$ cat config.mk
export PLATFORM = sky130hd
export DESIGN_NAME = dbuf_sample_dma
export DESIGN_NICKNAME = d
export VERILOG_FILES = /design/src/rtl/dma_pkg.sv /design/src/rtl/dma_addr_gen.sv /design/src/rtl/dma_tc_flag.sv /design/src/rtl/dbuf_sample_dma.sv
export SDC_FILE = /design/constraint.sdc
export NUM_CORES = 1
export LEC_CHECK = 0
export BUFFER_PORTS_ARGS = -buffer_cell sky130_fd_sc_hd__buf_2
export CELL_PAD_IN_SITES_DETAIL_PLACEMENT = 1
export CELL_PAD_IN_SITES_GLOBAL_PLACEMENT = 1
export CORE_MARGIN = 2
export CORE_UTILIZATION = 38
export CTS_CLUSTER_DIAMETER = 150
export DETAILED_ROUTE_END_ITERATION = 8
export PLACE_DENSITY = 0.78
export SLEW_MARGIN = 20
export SYNTH_ARGS = -nofsm -noshare
export SYNTH_HDL_FRONTEND = slang
export SYNTH_SLANG_ARGS = --single-unit
$ cat constraint.sdc
create_clock -name clk -period 5.05 [get_ports clk]
set_clock_uncertainty 0.15 [all_clocks]
set_input_delay 1.515 -clock clk [delete_from_list [all_inputs] [get_ports clk]]
set_output_delay 1.515 -clock clk [all_outputs]
set_load 0.05 [all_outputs]
$ cat src/rtl/dma_pkg.sv
// Shared types for the ping-pong sample stream engine.
package dma_pkg;
    localparam int SAMPLE_W  = 16;   // halfword sample width
    localparam int ADDR_STEP = 2;    // bytes per sample

    typedef enum logic [1:0] {
        ST_IDLE = 2'd0,   // stream off, configuration may change
        ST_WAIT = 2'd1,   // running, waiting for a peripheral request
        ST_MEM  = 2'd2,   // memory access outstanding
        ST_ACK  = 2'd3    // acknowledging the peripheral
    } dma_state_t;
endpackage

$ cat src/rtl/dma_addr_gen.sv
// Address generator: tracks the sample index inside the active buffer and
// which of the two buffers is active. Assumes base/len are held stable by
// the caller for the whole stream and len is nonzero while adv can occur.
module dma_addr_gen #(
    parameter int AW = 16,
    parameter int CW = 12
) (
    input  logic          clk,
    input  logic          rst_n,
    input  logic          start,
    input  logic          adv,
    input  logic [AW-1:0] base0,
    input  logic [AW-1:0] base1,
    input  logic [CW-1:0] len,
    output logic [AW-1:0] addr,
    output logic          tgt,
    output logic          wrap
);
    logic [CW-1:0] idx_q;
    logic          tgt_q;

    // Index and buffer select: restart at buffer 0, step per beat, swap at end.
    always_ff @(posedge clk) begin
        if (!rst_n) begin
            idx_q <= '0;
            tgt_q <= 1'b0;
        end else if (start) begin
            idx_q <= '0;
            tgt_q <= 1'b0;
        end else if (adv) begin
            if (wrap) begin
                idx_q <= '0;
                tgt_q <= ~tgt_q;
            end else begin
                idx_q <= idx_q + CW'(1);
            end
        end
    end

    // Current byte address and last-sample detect.
    always_comb begin
        addr = (tgt_q ? base1 : base0) + (AW'(idx_q) * AW'(dma_pkg::ADDR_STEP));
        wrap = (idx_q == (len - CW'(1)));
    end

    assign tgt = tgt_q;

    AST_ADDR_STEP: assert property (@(posedge clk) disable iff (!rst_n)
        (adv && !wrap && !start) |=> (addr == $past(addr) + AW'(2)));
    AST_WRAP_SWAP: assert property (@(posedge clk) disable iff (!rst_n)
        (adv && wrap && !start) |=> (tgt != $past(tgt)) && (addr == (tgt ? base1 : base0)) && (idx_q == '0));
endmodule

$ cat src/rtl/dma_tc_flag.sv
// Completion flag: sticky, set on buffer end when enabled, cleared by a
// write-1 pulse or by a stream start. Also records which buffer finished.
module dma_tc_flag (
    input  logic clk,
    input  logic rst_n,
    input  logic start,
    input  logic done,
    input  logic done_buf,
    input  logic ie,
    input  logic clr,
    output logic flag,
    output logic buf_id
);
    // Flag register: set has priority over the software clear.
    always_ff @(posedge clk) begin
        if (!rst_n)           flag <= 1'b0;
        else if (start)       flag <= 1'b0;
        else if (done && ie)  flag <= 1'b1;
        else if (clr)         flag <= 1'b0;
    end

    // Finished-buffer identity, captured at each completion.
    always_ff @(posedge clk) begin
        if (!rst_n)    buf_id <= 1'b0;
        else if (done) buf_id <= done_buf;
    end

    AST_FLAG_STICKY: assert property (@(posedge clk) disable iff (!rst_n)
        (flag && !clr && !start) |=> flag);
    AST_FLAG_NEEDS_IE: assert property (@(posedge clk) disable iff (!rst_n)
        (!flag && !ie) |=> !flag);
endmodule

$ cat src/rtl/dbuf_sample_dma.sv
// Ping-pong circular sample stream engine. Moves one 16-bit sample per
// peripheral request between a fixed peripheral port and two alternating
// memory buffers. Assumes per_req is a level held until per_ack, and the
// memory port returns mem_gnt (with mem_rdata for reads) once per request.
module dbuf_sample_dma #(
    parameter int AW = 16,
    parameter int CW = 12
) (
    input  logic          clk,
    input  logic          rst_n,
    input  logic          en,
    input  logic          cfg_dir,
    input  logic          cfg_tc_ie,
    input  logic [AW-1:0] cfg_base0,
    input  logic [AW-1:0] cfg_base1,
    input  logic [CW-1:0] cfg_len,
    input  logic          flag_clr,
    output logic          active,
    output logic          cur_tgt,
    output logic          tc_flag,
    output logic          tc_buf,
    output logic          irq,
    input  logic          per_req,
    output logic          per_ack,
    input  logic [15:0]   per_rdata,
    output logic [15:0]   per_wdata,
    output logic          mem_req,
    output logic          mem_we,
    output logic [AW-1:0] mem_addr,
    output logic [15:0]   mem_wdata,
    input  logic          mem_gnt,
    input  logic [15:0]   mem_rdata
);
    import dma_pkg::*;

    dma_state_t            state_q;
    logic                  dir_q, ie_q;
    logic [AW-1:0]         b0_q, b1_q;
    logic [CW-1:0]         len_q;
    logic [SAMPLE_W-1:0]   rec_q, play_q;
    logic                  start, adv, wrap;

    assign start = (state_q == ST_IDLE) && en && (cfg_len != '0);
    assign adv   = (state_q == ST_MEM) && mem_gnt;

    // Beat sequencer: wait for request, one memory access, acknowledge.
    always_ff @(posedge clk) begin
        if (!rst_n) begin
            state_q <= ST_IDLE;
        end else begin
            unique case (state_q)
                ST_IDLE: if (start)         state_q <= ST_WAIT;
                ST_WAIT: if (!en)           state_q <= ST_IDLE;
                         else if (per_req)  state_q <= ST_MEM;
                ST_MEM:  if (mem_gnt)       state_q <= ST_ACK;
                ST_ACK:  state_q <= en ? ST_WAIT : ST_IDLE;
                default: state_q <= ST_IDLE;
            endcase
        end
    end

    // Configuration snapshot, taken only when the stream starts.
    always_ff @(posedge clk) begin
        if (!rst_n) begin
            dir_q <= 1'b0;
            ie_q  <= 1'b0;
            b0_q  <= '0;
            b1_q  <= '0;
            len_q <= '0;
        end else if (start) begin
            dir_q <= cfg_dir;
            ie_q  <= cfg_tc_ie;
            b0_q  <= cfg_base0;
            b1_q  <= cfg_base1;
            len_q <= cfg_len;
        end
    end

    // Data holding: recorded sample at request, played sample at grant.
    always_ff @(posedge clk) begin
        if (!rst_n) begin
            rec_q  <= '0;
            play_q <= '0;
        end else begin
            if (state_q == ST_WAIT && en && per_req) rec_q <= per_rdata;
            if (adv && !dir_q)                        play_q <= mem_rdata;
        end
    end

    dma_addr_gen #(.AW(AW), .CW(CW)) u_addr (
        .clk(clk), .rst_n(rst_n), .start(start), .adv(adv),
        .base0(b0_q), .base1(b1_q), .len(len_q),
        .addr(mem_addr), .tgt(cur_tgt), .wrap(wrap)
    );

    dma_tc_flag u_flag (
        .clk(clk), .rst_n(rst_n), .start(start),
        .done(adv && wrap), .done_buf(cur_tgt), .ie(ie_q),
        .clr(flag_clr), .flag(tc_flag), .buf_id(tc_buf)
    );

    assign active    = (state_q != ST_IDLE);
    assign mem_req   = (state_q == ST_MEM);
    assign mem_we    = dir_q;
    assign mem_wdata = rec_q;
    assign per_ack   = (state_q == ST_ACK);
    assign per_wdata = play_q;
    assign irq       = tc_flag && ie_q;

    AST_REQ_HOLD: assert property (@(posedge clk) disable iff (!rst_n)
        (mem_req && !mem_gnt) |=> (mem_req && $stable(mem_addr)));
    AST_ZERO_LEN: assert property (@(posedge clk) disable iff (!rst_n)
        (!active && cfg_len == '0) |=> !active);
    AST_CFG_FROZEN: assert property (@(posedge clk) disable iff (!rst_n)
        active |=> ($stable(len_q) && $stable(b0_q) && $stable(b1_q) && $stable(dir_q)));
    AST_ACK_AFTER_GNT: assert property (@(posedge clk) disable iff (!rst_n)
        $rose(per_ack) |-> $past(mem_req && mem_gnt));
    AST_STOP: assert property (@(posedge clk) disable iff (!rst_n)
        (per_ack && !en) |=> !active);
endmodule

# [Word level (Yosys, flattened, before mapping)]
# Cells that the tools add are included.
[classes] n_addsub=3 multipliers=0 div_mod_pow=0 n_lt_le_gt_ge=0 eq_ne=7 shift=0 mux=10 bitwise=2 reduce_logical=17
[ops] cell="$add 16x13->16" count=1
[ops] cell="$mux 16" count=1
[ops] cell="$add 12x1->12 const B" count=1
[ops] cell="$eq 12x12->1" count=1
[ops] cell="$mux 12" count=1
[ops] cell="$reduce_bool 12->1" count=1
[ops] cell="$sub 12x1->12 const B" count=1
[ops] cell="$logic_and 1x1->1" count=9
[ops] cell="$mux 2" count=4
[ops] cell="$pmux 2 s4" count=1
[ops] cell="$eq 2x2->1 const B" count=2
[ops] cell="$reduce_bool 2->1" count=2
[ops] cell="$mux 1" count=3
[ops] cell="$ne 3x3->1 const B" count=1
[ops] cell="$reduce_and 3->1" count=1
[ops] cell="$eq 2x1->1 const B" count=1
[ops] cell="$logic_not 2->1" count=1
[ops] cell="$ne 2x1->1 const B" count=1
[ops] cell="$ne 2x2->1 const B" count=1
[ops] cell="$not 1->1" count=2
[ops] cell="$reduce_and 2->1" count=1
[ops] cell="$reduce_or 2->1" count=1
[ops] cell="$logic_not 1->1" count=1
[word_totals] register_bits=95 latch_bits=0 ram_bits=0 rom_bits=0 input_bits=84 out_inout_bits=56 word_cells=51 memories=0

# [Depth between registers and ports, before layout]
[depth] depth_word=5 depth_mapped=12 mapped_depth_nobuf=11

# [Modules after synthesis]
# A second synthesis with hierarchy kept.
[unflattened] cells_unflattened=583 area_unflattened_um2=5003.5
[modules_own_cells] module="dbuf_sample_dma" instances=1 cells_per_inst=360 area_per_inst_um2=3145.5 seq_area_each_um2=1601.5
[modules_own_cells] module="dma_addr_gen" instances=1 cells_per_inst=215 area_per_inst_um2=1780.5 seq_area_each_um2=260.2
[modules_own_cells] module="dma_tc_flag" instances=1 cells_per_inst=8 area_per_inst_um2=77.6 seq_area_each_um2=40.0

# [Worst setup path before layout]
# OpenSTA, ideal clock, no wires.
[synth_timing] path_kind="register -> output" start="register u_addr.tgt_q, in the netlist u_addr.tgt" end="output port mem_addr[14]" arrival_ns=3.699 t_required_ns=3.385 setup_slack_ns=-0.314 stages_incl_launch_ff=13 n_path_buf=2 path_cell_list="dfxtp_1 -> clkbuf_1 -> clkbuf_1 -> mux2i_1 -> inv_1 -> ha_1 -> a21o_1 -> a21oi_1 -> o211ai_1 -> nand3_1 -> a41oi_1 -> o21ai_0 -> xnor2_1"
[synth_between] elab_chain_cells=2
[synth_lines] item="start: declaration" line="dma_addr_gen.sv:20" text="logic tgt_q;"
[synth_lines] item="start signal: assignment" line="dma_addr_gen.sv:33" text="tgt_q <= ~tgt_q;"
[synth_lines] item="$mux 16" line="dma_addr_gen.sv:42" text="addr = (tgt_q ? base1 : base0) + (AW'(idx_q) * AW'(dma_pkg::ADDR_STEP));"
[synth_lines] item="$add 16x13->16" line="dma_addr_gen.sv:42"
[synth_lines] item="end: declaration" line="dbuf_sample_dma.sv:29" text="output logic [AW-1:0] mem_addr,"
# No other way between the ends.

# [Worst setup path after layout]
[layout_timing] start="register u_addr.tgt_q, in the netlist u_addr.tgt" end="output port mem_addr[15]"
# The elaborated chain is that of the path after synthesis.

==> run_results.csv <==
group,metric,value,unit
global_route,grt_max_degree,49,
finish,finalNetCount,812,
finish,fin_area,0.00598,mm2
worst_setup_path,crit_required,3.39,ns
sta,max_slew.worst_pin.slew,0.652,ns
synth,muxShareOfSynthArea,0.0419,
route,dr_total_vias,4458,
global_route,antenna_found_initial,1,
route,drt_iter0_markers,123,
clock_tree,cts_tree,"done",
power,total_power,1.73,mW
sta,setup_viol,0,
route,drcViolationCount,0,
global_route,grt_pass1_vias,4611,
sta,rsz0062_at_grt,"no",
placed_design,dp_hpwl,10500,um
synth,synthTopCellsByArea,"dfxtp_1 (40%), nand2_1 (14%), a21boi_0 (12%)",
power,p_leak,2.60,nW
run_status,outcome,"completed",
worst_setup_path,slowest_stage,"dfxtp_1",
finish,fill_cells,1589,
floorplan,dieHeight,117,um
clock_tree,clk-insertion-delay-late,0.34,ns
sta,holdWs,0.316,ns
synth,synth.most_common_cell,"nand2_1",
clock_tree,clk_path_buf_depth,2,
worst_setup_path,crit_buf_inv,2,
clock_tree,root_buffer,"clkbuf_16",
finish,synthToLayoutAreaGrowth,24.2,%
route,drtPass1Iterations,6,
route,routedWlPerCell,15.5,um
placed_design,placed_area,0.00569,mm2
clock_tree,clk_pin_slew,0.06,ns
worst_setup_path,slowest_delay,0.38,ns
floorplan,dieArea,0.0136,mm2
clock_tree,numClockSinks,95,
sta,report.final.slew_viol_count,0,
synth,syn-num-nets,686,
finish,final_core_util,0.478,
finish,fin_cells,889,
worst_setup_path,cp.arrival,3.15,ns
sta,slew-limit-headroom,0.564,
synth,synth_top_area_cell,"dfxtp_1",
floorplan,dieWidth,117,um
synth,synthFlopType,"dfxtp_1",
synth,synthDistinctLibCells,51,
finish,diodes,0,
synth,synthArstFlopShare,0,
sta,period_share,0.953,
hold_path,hold_path_class,"reg2reg",
synth,synth_top_family_by_area,"simple AND/OR/NAND/NOR gates",
synth,syn_inst,587,
floorplan,rows,41,
sta,period_minus_slack,4.81,ns
synth,synth_top_area_frac,0.395,
synth,synth_edf_count,0,
floorplan,core,0.0125,mm2
placed_design,portBuffers,139,
sta,fmax,0.208,GHz
synth,synth.top_cells.by_count,"nand2_1 (176), dfxtp_1 (95), a21boi_0 (79)",
global_route,grt_pass1_wl,22400,um
sta,hold_violations,0,
finish,seqCellArea,0.00190,mm2
worst_setup_path,path_class,"reg2out",
synth,synth-simple-area-share,0.243,
synth,yosys.area_share.xor_xnor,0.0637,
worst_setup_path,startpoint_type,"flip-flop",
clock_tree,cts_made_buffers,9,
synth,synth-compound-area-share,0.182,
clock_tree,cts_hold_buf,0,
finish,drive_above_1_share,0.269,
run,maxCapViolations,0,
floorplan,ios,140,
finish,multi_input_area,0.00281,mm2
power,vdd_drop_max,0.000166,V
synth,yosys.area_share.adder,0.0406,
power,power_density,289,mW/mm2
placed_design,gp_congestion,0.844,
synth,ys_ff_latch,95,
worst_setup_path,critPathMaxFanout,14,
synth,netlist_area,0.00481,mm2
placed_design,dp_cells,874,
global_route,grt_usage,0.209,
synth,synth.avg_cell_area,8.20,um2
route,drtAntennaViolNets,0,
worst_setup_path,end_kind,"output pin",
route,avgViaCountPerCell,5.01,
synth,seq_area_frac_synth,0.395,
worst_setup_path,path_cells,"buf_6 -> mux2_2 -> ha_1 -> nor2b_1 -> o21ai_0 -> a21oi_2 -> a21oi_1 -> a211o_1 -> nor2_1 -> xnor2_2 -> clkbuf_4",
clock_tree,htree_levels,3,
global_route,overflow,0,
synth,ys_warn_count,0,
worst_setup_path,cpLargestDelayFamily,"compound AO/OA/AOI/OAI gates",
floorplan,initial_core_util,0.385,
route,drt_wl_total,13800,um
-- cell families (layout without fill, tap and decap cells) --
group,Yosys count,count (layout)
simple gates,259,259
flops,95,95
buf+inv,42,172
xor+xnor,35,35
compound gates,123,123
fa+ha+maj,15,15
mux,18,18
-- power breakdown --
part | switching (mW) | leakage [nW] | internal, mW
clock network | 0.288 | 0.131 | 0.342
registers | 0.0259 | 0.773 | 0.780
logic | 0.179 | 1.69 | 0.110
total | 0.493 | 2.60 | 1.23
-- per-layer routing --
metal / vias to the layer above / global-route usage / wire length [um]
li1: 2220 / - / -
met1: 2140 / 0.256 / 6070
met2: 86 / 0.369 / 6860
met3: 12 / 0.0477 / 676
met4: 0 / 0.0588 / 164
met5: - / 0 / 0
-- sequential cells by signal, summed over array words and instances, names as in the netlist, named ones only --
signal / cells
state_q: 1
ie_q: 1
mem_we: 1
mem_wdata: 16
u_addr.idx_q: 12
b1_q: 16
u_addr.tgt: 1
u_flag.buf_id: 1
per_wdata: 16
len_q: 12
u_flag.flag: 1
b0_q: 16
-- cell usage in the layout, fill, tap and decap left out, types with 9 or more instances in the layout --
cell,n
nand2_1,176
buf_2,138
xnor2_1,15
clkbuf_16,9
xor2_1,14
ha_1,14
dfxtp_1,95
mux2_2,14
a21boi_0,79
nand3_1,13
a21oi_1,10
inv_1,13
nor2_1,16
-- tightest hold or removal path, delay by kind of cell, from the launching register on --
family | cells | cell delay, ns
flops | 1 | 0.31
compound gates | 1 | 0.06
simple gates | 1 | 0.05
-- final cells by class --
class,count,area share
Clock inverter,4,0.00377
Sequential cell,95,0.318
Tap cell,172,0.0360
Clock buffer,11,0.0406
Inverter,13,0.00816
Timing Repair Buffer,144,0.124
Multi-Input combinational cell,450,0.470
-- worst paths after layout --
| check | slack, ns | cells after the start | to | startpoint |
|---|---|---|---|---|
| setup / recovery | 0.24 | 11 | mem_addr[15] | u_addr.tgt |
| setup reg to reg | 2.68 | 8 | u_flag.buf_id | len_q[0] |
| hold reg to reg | 0.32 | 2 | b1_q[12] | b1_q[12] |
| hold / removal | 0.32 | 2 | b1_q[12] | b1_q[12] |
-- metrics by stage --
stage,setup WS (ns),setup TNS [ns]
floorplan,-0.0536,-0.0936
global placement,0.545,0
detailed placement,0.385,0
CTS,0.000730,0
global route,0.0404,0
finish,0.240,0
-- repair_timing --
item / CTS / global route
buffers inserted: 0 / 0
resized for setup: 0 / 6
endpoints found under the setup margin: 0 / 3
Note: power is estimated with default switching activity, not from simulation.
